[config.mk]
export PLATFORM = sky130hd
export DESIGN_NAME = asf_flag_unit
export DESIGN_NICKNAME = d
export VERILOG_FILES = /design/src/rtl/asf_pkg.sv /design/src/rtl/asf_status_calc.sv /design/src/rtl/asf_status_reg.sv /design/src/rtl/asf_ctrl_bit.sv /design/src/rtl/asf_flag_unit.sv
export SDC_FILE = /design/constraint.sdc
export NUM_CORES = 1
export LEC_CHECK = 0
export BUFFER_PORTS_ARGS = -buffer_cell sky130_fd_sc_hd__buf_2
export CAP_MARGIN = 15
export CORE_MARGIN = 2
export CORE_UTILIZATION = 40
export CTS_CLUSTER_DIAMETER = 30
export DETAILED_ROUTE_END_ITERATION = 10
export PLACE_DENSITY = 0.67
export SETUP_SLACK_MARGIN = 0.4
export SYNTH_ARGS = -nofsm -noshare
export SYNTH_HDL_FRONTEND = slang
export SYNTH_HIERARCHICAL = 1
export SYNTH_SLANG_ARGS = --single-unit
[constraint.sdc]
create_clock -name clk -period 9.2 [get_ports clk]
set_input_delay 0.92 -clock clk [delete_from_list [all_inputs] [get_ports clk]]
set_output_delay 0.92 -clock clk [all_outputs]
set_load 0.01 [all_outputs]
[src/rtl/asf_pkg.sv]
package asf_pkg;

    localparam int CF_POS = 0;
    localparam int PF_POS = 2;
    localparam int AF_POS = 4;
    localparam int ZF_POS = 6;
    localparam int SF_POS = 7;
    localparam int TF_POS = 8;
    localparam int IF_POS = 9;
    localparam int DF_POS = 10;
    localparam int OF_POS = 11;

    localparam int WORD_W = 16;

    localparam logic [WORD_W-1:0] STATUS_MASK = 16'h08D5;
    localparam logic [WORD_W-1:0] CTRL_MASK   = 16'h0700;
    localparam logic [WORD_W-1:0] DEF_MASK    = STATUS_MASK | CTRL_MASK;
    localparam logic [WORD_W-1:0] FIXED_PAT   = 16'h0002;

    typedef struct packed {
        logic ovf;
        logic sgn;
        logic zro;
        logic aux;
        logic par;
        logic cry;
    } status_t;

    localparam int CTRL_N = 3;

endpackage

[src/rtl/asf_status_calc.sv]
module asf_status_calc
    import asf_pkg::*;
#(
    parameter int DATA_W   = 16,
    parameter int NARROW_W = 8,
    parameter int AUX_BIT  = 4
) (
    input  logic [DATA_W-1:0] op_a,
    input  logic [DATA_W-1:0] op_b,
    input  logic              op_sub,
    input  logic              op_wide,
    output status_t           st
);

    localparam int HI_W = DATA_W - NARROW_W;

    logic [DATA_W-1:0] a_m, b_m, res;
    logic [DATA_W:0]   full;
    logic              a_s, b_s, r_s;

    always_comb begin
        a_m  = op_wide ? op_a : {{HI_W{1'b0}}, op_a[NARROW_W-1:0]};
        b_m  = op_wide ? op_b : {{HI_W{1'b0}}, op_b[NARROW_W-1:0]};
        full = op_sub ? ({1'b0, a_m} - {1'b0, b_m}) : ({1'b0, a_m} + {1'b0, b_m});
        res  = full[DATA_W-1:0];

        a_s  = op_wide ? a_m[DATA_W-1] : a_m[NARROW_W-1];
        b_s  = op_wide ? b_m[DATA_W-1] : b_m[NARROW_W-1];
        r_s  = op_wide ? res[DATA_W-1] : res[NARROW_W-1];

        st.cry = op_wide ? full[DATA_W] : full[NARROW_W];
        st.par = ~^res[NARROW_W-1:0];
        st.aux = a_m[AUX_BIT] ^ b_m[AUX_BIT] ^ res[AUX_BIT];
        st.zro = op_wide ? (res == '0) : (res[NARROW_W-1:0] == '0);
        st.sgn = r_s;
        st.ovf = op_sub ? ((a_s != b_s) && (r_s != a_s))
                        : ((a_s == b_s) && (r_s != a_s));
    end

endmodule

[src/rtl/asf_status_reg.sv]
module asf_status_reg
    import asf_pkg::*;
(
    input  logic    clk,
    input  logic    rst_n,
    input  logic    upd,
    input  logic    ld_en,
    input  status_t ld_st,
    input  status_t calc_st,
    output status_t st_q
);

    always_ff @(posedge clk) begin
        if (!rst_n) begin
            st_q <= '0;
        end else if (ld_en) begin
            st_q <= ld_st;
        end else if (upd) begin
            st_q <= calc_st;
        end
    end

endmodule

[src/rtl/asf_ctrl_bit.sv]
module asf_ctrl_bit (
    input  logic clk,
    input  logic rst_n,
    input  logic ld_en,
    input  logic ld_val,
    input  logic set_i,
    input  logic clr_i,
    output logic q
);

    always_ff @(posedge clk) begin
        if (!rst_n) begin
            q <= 1'b0;
        end else if (ld_en) begin
            q <= ld_val;
        end else if (set_i) begin
            q <= 1'b1;
        end else if (clr_i) begin
            q <= 1'b0;
        end
    end

endmodule

[src/rtl/asf_flag_unit.sv]
module asf_flag_unit
    import asf_pkg::*;
#(
    parameter int DATA_W   = 16,
    parameter int NARROW_W = 8
) (
    input  logic              clk,
    input  logic              rst_n,
    input  logic [DATA_W-1:0] op_a,
    input  logic [DATA_W-1:0] op_b,
    input  logic              op_sub,
    input  logic              op_wide,
    input  logic              upd,
    input  logic              tf_set,
    input  logic              tf_clr,
    input  logic              if_set,
    input  logic              if_clr,
    input  logic              df_set,
    input  logic              df_clr,
    input  logic              ld_en,
    input  logic [WORD_W-1:0] ld_data,
    output logic [WORD_W-1:0] flags_out
);

    localparam int CTRL_POS [CTRL_N] = '{TF_POS, IF_POS, DF_POS};

    status_t             calc_st, ld_st, st_q;
    logic [CTRL_N-1:0]   set_v, clr_v, ctrl_q;

    assign set_v = {df_set, if_set, tf_set};
    assign clr_v = {df_clr, if_clr, tf_clr};

    always_comb begin
        ld_st.cry = ld_data[CF_POS];
        ld_st.par = ld_data[PF_POS];
        ld_st.aux = ld_data[AF_POS];
        ld_st.zro = ld_data[ZF_POS];
        ld_st.sgn = ld_data[SF_POS];
        ld_st.ovf = ld_data[OF_POS];
    end

    asf_status_calc #(
        .DATA_W   (DATA_W),
        .NARROW_W (NARROW_W)
    ) calc_i (
        .op_a    (op_a),
        .op_b    (op_b),
        .op_sub  (op_sub),
        .op_wide (op_wide),
        .st      (calc_st)
    );

    asf_status_reg sreg_i (
        .clk     (clk),
        .rst_n   (rst_n),
        .upd     (upd),
        .ld_en   (ld_en),
        .ld_st   (ld_st),
        .calc_st (calc_st),
        .st_q    (st_q)
    );

    for (genvar g = 0; g < CTRL_N; g++) begin : g_ctrl
        asf_ctrl_bit cbit_i (
            .clk    (clk),
            .rst_n  (rst_n),
            .ld_en  (ld_en),
            .ld_val (ld_data[CTRL_POS[g]]),
            .set_i  (set_v[g]),
            .clr_i  (clr_v[g]),
            .q      (ctrl_q[g])
        );
    end

    always_comb begin
        flags_out         = FIXED_PAT;
        flags_out[CF_POS] = st_q.cry;
        flags_out[PF_POS] = st_q.par;
        flags_out[AF_POS] = st_q.aux;
        flags_out[ZF_POS] = st_q.zro;
        flags_out[SF_POS] = st_q.sgn;
        flags_out[OF_POS] = st_q.ovf;
        for (int k = 0; k < CTRL_N; k++) begin
            flags_out[CTRL_POS[k]] = ctrl_q[k];
        end
    end

endmodule

==> results.py, run 1 <==
metrics = {
    "pwr": {
        "clkPwrFrac_pct": 17.0,
        "p_total_uw": 270.4,
        "p_int_uw": 164.0,
        "power_leakage_uw": 0.001148,
        "p_comb_share_pct": 66.3,
        "sw_frac_of_total_pct": 39.33,
        "powerDensity_mw_per_mm2": 116.7,
        "p_switching_uw": 106.3,
        "pwr-share-seq_pct": 16.7,
        "ir_drop_v": 0.00006693,
    },
    "final_layout": {
        "multi_input_area_mm2": 0.001673,
        "synthToLayoutAreaGrowth_pct": 17.36,
        "fin_area_mm2": 0.002317,
        "nFillCells": 512,
        "regArea_um2": 180.2,
        "n_antenna_cell": 0,
        "finalNetCount": 393,
        "drive_gt1_share_pct": 26.13,
    },
    "timing": {
        "whs_ns": 0.5997,
        "finalCritPeriodShare_pct": 49.14,
        "hold_viol_final": 0,
        "fin_tns_setup_ns": 0,
        "finalSetupViolations": 0,
        "tightest_slew_ns": 0.5692,
        "grt_setup_unrepaired": "no",
        "maxSlewHeadroom_pct": 61.76,
        "fin_skew_ns": 0,
        "clock.fmax_ghz": 0.2212,
        "slew_violations": 0,
        "fin_crit_ns": 4.521,
    },
    "synth": {
        "synthArstFlopShare_pct": 0,
        "synth_enable_flop_cells": 0,
        "muxShareOfSynthArea_pct": 5.133,
        "syn_inst": 257,
        "synthFlopType": "dfxtp_1",
        "synth_cell_type_count": 53,
        "synth_xor_area_share_pct": 12.42,
        "synthDominantCellAreaShare_pct": 13.31,
        "synth_compound_area_share_pct": 27.63,
        "yosys_warnings": 6,
        "ys_top_cells_by_area": "ha_1 (13%), dfxtp_1 (9.1%), xnor2_1 (6.2%)",
        "yosys.area_share.simple_pct": 23.89,
        "synth_seq_cells": 9,
        "synthesis.area_mm2": 0.001974,
        "synth_fa_ha_area_share_pct": 14.32,
        "synth-seq-area-share_pct": 9.125,
        "yosys.area.top_type": "ha_1",
        "synth.avg_cell_area_um2": 7.682,
        "synth_top_family_by_area": "compound AO/OA/AOI/OAI gates",
    },
    "die": {
        "die_h_um": 74.26,
        "io_pins": 76,
        "start_util_pct": 41.53,
        "core-area_mm2": 0.004755,
        "row_count": 25,
        "dieArea_mm2": 0.005514,
        "die_x_um": 74.26,
    },
    "cts": {
        "clock-sinks": 9,
        "cts_buffers": 3,
        "cts_tree": "yes",
        "cts_setup_buffers": 0,
        "clk_pin_slew_ns": 0.05,
        "cts_buffer_depth": 2,
        "cts.htree.levels": 1,
        "cts_resized": 0,
        "cts_root_buf": "clkbuf_8",
        "clk_latency_ns": 0.23,
        "cts_hold_buf": 0,
    },
    "placement": {
        "gp_congestion": 0.7842,
        "hpwl_um": 3678,
        "placed_cell_area_mm2": 0.002272,
        "port_buffers": 61,
    },
    "flow_run": {
        "max_cap_violations": 0,
    },
    "global_route": {
        "antenna_found_initial": 0,
        "grt_pass1_vias": 1719,
        "gr-usage-all-layers_pct": 15.78,
        "grt_start_max_net_pins": 33,
        "grt_pass1_wl_um": 7196,
        "overflow": 0,
    },
    "route": {
        "ant_nets": 0,
        "first_pass_iters": 4,
        "drc": 0,
        "wl_per_cell_um": 11.73,
        "drt_iter0_drc": 73,
        "vias_per_cell": 5.175,
        "vias": 1951,
        "drt_wl_total_um": 4422,
    },
    "hold_path": {
        "hold_class": "flip-flop to flip-flop",
    },
    "worst_setup_path": {
        "end_kind": "flip-flop",
        "startpoint_type": "primary input",
        "cp.required_ns": 9.33,
        "path_max_fanout": 6,
        "crit_arrival_ns": 4.65,
        "worstSetupPathType": "primary input to flip-flop",
    },
    "outcome": {
        "status": "finished, final reports clean",
    },
}
[synthesized netlist by cell type, drive strengths merged (8+ instances only)]
| library cell | instances |
|---|---|
| a21oi | 17 |
| ha | 21 |
| inv | 8 |
| o21ai | 13 |
| and2 | 9 |
| xor2 | 14 |
| nand2 | 16 |
| dfxtp | 9 |
| nand2b | 9 |
| xnor2 | 14 |
| nor2 | 24 |
| buf | 13 |
[state kept, by name, summed over array words and instances (netlist names)]
name and cells:
sreg_i/st_q 6, g_ctrl.cbit_i/q 3
[path summary, 6_finish.rpt]
| kind | from | end | slack [ns] | cells past startpoint |
|---|---|---|---|---|
| setup / recovery | op_b[2] | sreg_i/st_q[5]$_SDFFE_PN0P_ | 4.68 | 16 |
| hold / removal | sreg_i/st_q[2]$_SDFFE_PN0P_ | sreg_i/st_q[2]$_SDFFE_PN0P_ | 0.60 | 2 |
| setup reg to reg | sreg_i/st_q[4]$_SDFFE_PN0P_ | sreg_i/st_q[4]$_SDFFE_PN0P_ | 8.33 | 2 |
| hold reg to reg | sreg_i/st_q[2]$_SDFFE_PN0P_ | sreg_i/st_q[2]$_SDFFE_PN0P_ | 0.60 | 2 |
[metal layers]
layer,part of all wire (%),GRT usage (%)
met1,48,20.83
met2,49,28.87
met3,2.8,1.626
met4,0,1.389
met5,0,0
[critical path: stages]
cell and delay (ns):
buf_2 0.12, nor2_1 0.32, nand3_1 0.13, nor3_1 0.46
a21oi_1 0.22, xor2_1 0.21, ha_1 0.36, a21o_1 0.25
o41ai_1 0.33, o31ai_1 0.13, a21oi_1 0.18, xnor2_1 0.24
nand3b_1 0.17, a31oi_1 0.11, mux2_4 0.29, o211a_1 0.20
[cell type report]
| class | count | area share, % |
|---|---|---|
| well taps | 67 | 3.618 |
| multi-input cells | 228 | 72.19 |
| inverters | 8 | 1.296 |
| repair buffers | 61 | 13.17 |
| clock buffers | 4 | 1.944 |
| flip-flops and latches | 9 | 7.775 |
[power by group through the flow]
stage	Clock [µW]	Combinational [µW]	Sequential [µW]
2_1_floorplan	0	143	48.1
3_3_place_gp	0	178	45.7
3_5_place_dp	0	179	45.8
4_1_cts	47.3	181	45.1
5_1_grt	49.5	199	45.7
6_report	46.1	179	45.1
[cell families after synthesis]
kind of cell	Yosys count
muxes	7
DFF	9
xor gates and xnor gates	28
AOI/OAI and AO/OA	73
and+or+nand+nor	91
adders and majority gates	22
other	2
buffers and inverters	25
[placed cells by master (no fill, tap or decap), types with 4 or more instances in the layout]
cell,n
nor2_1,24
mux2_4,6
xnor2_1,14
xor2_1,14
nand3_1,4
nand2_1,16
a21oi_1,15
buf_2,61
conb_1,7
nand2b_1,9
ha_1,21
dfxtp_1,9
o21a_1,6
a21o_1,4
a31oi_1,5
o211a_1,6
o21ai_0,12
nor2b_1,4
and2_1,9
nor3_1,7
inv_1,8
[stage by stage]
step / setup WS (ns) / utilization [%] / instances
final: 4.679 / 48.74 / 377
after global routing: 4.401 / 48.74 / 377
after CTS: 4.694 / 48.74 / 377
after detailed placement: 4.467 / 47.79 / 373
after global placement: 4.481 / 47.79 / 373
after floorplan: 5.060 / - / 262
No activity file was read; power rests on OpenSTA's default activity.
==> inputs of run 2 (changes only) <==
- ABC_AREA: default -> 1
- PLACE_DENSITY: 0.67 -> 0.68
- clock period: 9.2 -> 4.1 ns (I/O delays scaled with it)
==> run 2 against run 1 <==
  * Wire length is 22% higher
  * Die area is 18% higher
  * Sequential cell count stayed put
  * Global-route usage is 2.2 points higher
  * Synthesized cell count is 70% higher
  * Total power is 140% higher
  * Cell area is 16% higher
  * Largest cell class unchanged
==> results.py, run 2 <==
metrics = {
    "synth": {
        "synthFlopType": "dfxtp_1",
        "synth_common_cells": "nand2_1 (148), inv_1 (100), nand3_1 (30)",
        "yosys_warnings": 6,
        "synth_seq_cells": 9,
        "yosys.area.top_type": "nand2_1",
        "synth.avg_cell_area_um2": 5.363,
        "yosysMostFrequentCell": "nand2_1",
        "synth_cell_type_count": 30,
        "syn_inst": 437,
        "synthArstFlopShare_pct": 0,
        "synth-seq-area-share_pct": 7.688,
        "synthesis.area_mm2": 0.002343,
        "ys_top_cells_by_area": "nand2_1 (24%), inv_1 (16%), ha_1 (11%)",
        "synth_enable_flop_cells": 0,
        "synthDominantCellAreaShare_pct": 23.71,
    },
    "cts": {
        "clock-sinks": 9,
        "cts_buffers": 3,
        "cts_hold_buf": 0,
        "clk_latency_ns": 0.23,
        "cts_setup_buffers": 0,
        "cts_resized": 0,
        "clk_pin_slew_ns": 0.04,
        "cts_root_buf": "clkbuf_8",
        "cts.htree.levels": 1,
        "cts_tree": "yes",
        "cts_buffer_depth": 2,
    },
    "final_layout": {
        "largest_register_ffs": 6,
        "top_register": "sreg_i/st_q",
        "multi_input_area_mm2": 0.001685,
        "nFillCells": 631,
        "regArea_um2": 180.2,
        "synthToLayoutAreaGrowth_pct": 15.06,
        "final_common_cell": "nand2_1",
        "n_antenna_cell": 0,
        "fin_area_mm2": 0.002696,
        "drive_gt1_share_pct": 18.02,
        "layout_common_cells": "nand2_1 (148), inv_1 (100), buf_2 (61)",
        "finalNetCount": 577,
        "reg_top3": "sreg_i/st_q (6), g_ctrl.cbit_i/q (3)",
    },
    "route": {
        "drt-met1-wl_um": 2656,
        "drt_wl_total_um": 5394,
        "wl_per_cell_um": 9.530,
        "drt_iter0_drc": 51,
        "vias_per_cell": 4.502,
        "met2WireLength_um": 2407,
        "first_pass_iters": 5,
        "drc": 0,
        "ant_nets": 0,
        "vias": 2548,
        "top_layer_used": "met4",
        "met3_length_um": 274,
    },
    "worst_setup_path": {
        "reg2reg_depth": 4,
        "worstSetupStartpoint": "op_b[0]",
        "path_cells": "buf_2 -> inv_1 -> ha_1 -> nand3_1 -> nor3_2 -> nand4_1 -> nand2_1 -> xor2_1 -> inv_1 -> ha_1 -> nand2_1 -> inv_1 -> a21oi_1 -> nand3_1 -> a21oi_1 -> nor2_1 -> o21ai_1 -> o21ai_0 -> nand3_1 -> nand3_1 -> nand2_1 -> inv_1",
        "worstSetupPathType": "primary input to flip-flop",
        "slowest_delay_ns": 0.35,
        "timing.rr.end": "g_ctrl[0].cbit_i/q$_SDFFE_PN0P_",
        "timing.rr.start": "g_ctrl[0].cbit_i/q$_SDFFE_PN0P_",
        "end_kind": "flip-flop",
        "rrSetupSlack_ns": 3.46,
        "startpoint_type": "primary input",
        "cp.required_ns": 4.23,
        "endpoint": "sreg_i/st_q[0]$_SDFFE_PN0P_",
        "path_max_fanout": 5,
        "crit_arrival_ns": 3.25,
        "cpMaxStageDelayCell": "ha_1",
    },
    "timing": {
        "finalCritPeriodShare_pct": 76.16,
        "fin_crit_ns": 3.123,
        "hold_viol_final": 0,
        "slew_violations": 0,
        "whs_ns": 0.4547,
        "fin_skew_ns": 0,
        "grt_setup_unrepaired": "no",
        "finalSetupViolations": 0,
        "clock.fmax_ghz": 0.3202,
        "fin_tns_setup_ns": 0,
    },
    "pwr": {
        "power_leakage_uw": 0.001800,
        "ir_drop_v": 0.0001237,
        "powerDensity_mw_per_mm2": 238.4,
    },
    "global_route": {
        "grt_start_max_net_pins": 24,
        "grt_pass1_vias": 2398,
        "antenna_found_initial": 0,
        "gr-usage-all-layers_pct": 17.94,
        "overflow": 0,
        "grt_pass1_wl_um": 9535,
    },
    "hold_path": {
        "hold_class": "primary input to flip-flop",
    },
    "flow_run": {
        "max_cap_violations": 0,
    },
    "die": {
        "die_h_um": 80.54,
        "start_util_pct": 42.04,
        "core-area_mm2": 0.005574,
        "dieArea_mm2": 0.006487,
        "io_pins": 76,
        "row_count": 27,
        "die_x_um": 80.54,
    },
    "placement": {
        "gp_congestion": 0.8506,
        "placed_cell_area_mm2": 0.002651,
        "port_buffers": 61,
        "hpwl_um": 4709,
    },
    "outcome": {
        "status": "finished, final reports clean",
    },
}
[run 2: changes by cell type after synthesis, sizes merged, moves of 7 or more]
cell | previous run | this run
inv | 8 | 104
mux2 | 7 | 0
nand2 | 16 | 155
nand2b | 9 | 0
nand3 | 4 | 32
nor2 | 24 | 37
[run 2: routing by layer]
layer	vias up	global-route usage, %
li1	1407	-
met1	1068	22.47
met2	67	33.50
met3	6	0.6742
met4	0	4.237
met5	-	0
[run 2: worst max-delay path: cells and delay by family]
family                     cells  cell delay, ns
buffers and inverters          5            0.32
and+or+nand+nor               10            1.16
adders and majority gates      2            0.52
AOI/OAI and AO/OA              4            0.65
xor gates and xnor gates       1            0.19
[run 2: layout make-up]
cell class / instances / area share [%]
Inverter: 104 / 14.48
Multi-Input combinational cell: 316 / 62.51
Clock buffer: 4 / 1.671
Timing Repair Buffer: 61 / 11.32
Tap cell: 72 / 3.341
Sequential cell: 9 / 6.682
[run 2: worst min path at each step]
stage / to / startpoint / cells past startpoint
floorplan: sreg_i/st_q[0]$_SDFFE_PN0P_ / rst_n / 2
global placement: sreg_i/st_q[5]$_SDFFE_PN0P_ / sreg_i/st_q[5]$_SDFFE_PN0P_ / 4
detailed placement: sreg_i/st_q[5]$_SDFFE_PN0P_ / sreg_i/st_q[5]$_SDFFE_PN0P_ / 4
CTS: g_ctrl[2].cbit_i/q$_SDFFE_PN0P_ / df_clr / 4
finish: g_ctrl[2].cbit_i/q$_SDFFE_PN0P_ / df_clr / 4
global route: g_ctrl[2].cbit_i/q$_SDFFE_PN0P_ / df_clr / 4
[run 2: cell families after synthesis]
family,share of synthesized area (%)
compound gates,4.752
xor+xnor,9.343
fa+ha+maj,12.07
buf+inv,21.20
flops,7.688
other cells,0.3205
simple gates,44.63
[run 2: where the power goes]
part           switching (µW)  total, µW  leakage [µW]  internal, µW
Sequential               3.89        101     0.0000747          97.1
Clock                    33.1        101     0.0000228          67.6
Combinational             257        441       0.00170           184
Total                     294        643       0.00180           349
[run 2: metrics by stage]
step | std cells | utilization (%) | setup slack, ns | power (µW)
floorplan | 442 | - | 1.095 | 456.8
global placement | 562 | 47.56 | 0.7756 | 538.8
detailed placement | 562 | 47.56 | 0.7536 | 545.3
CTS | 566 | 48.37 | 0.9892 | 650.4
global route | 566 | 48.37 | 0.5972 | 717.9
finish | 566 | 48.37 | 0.9773 | 642.8
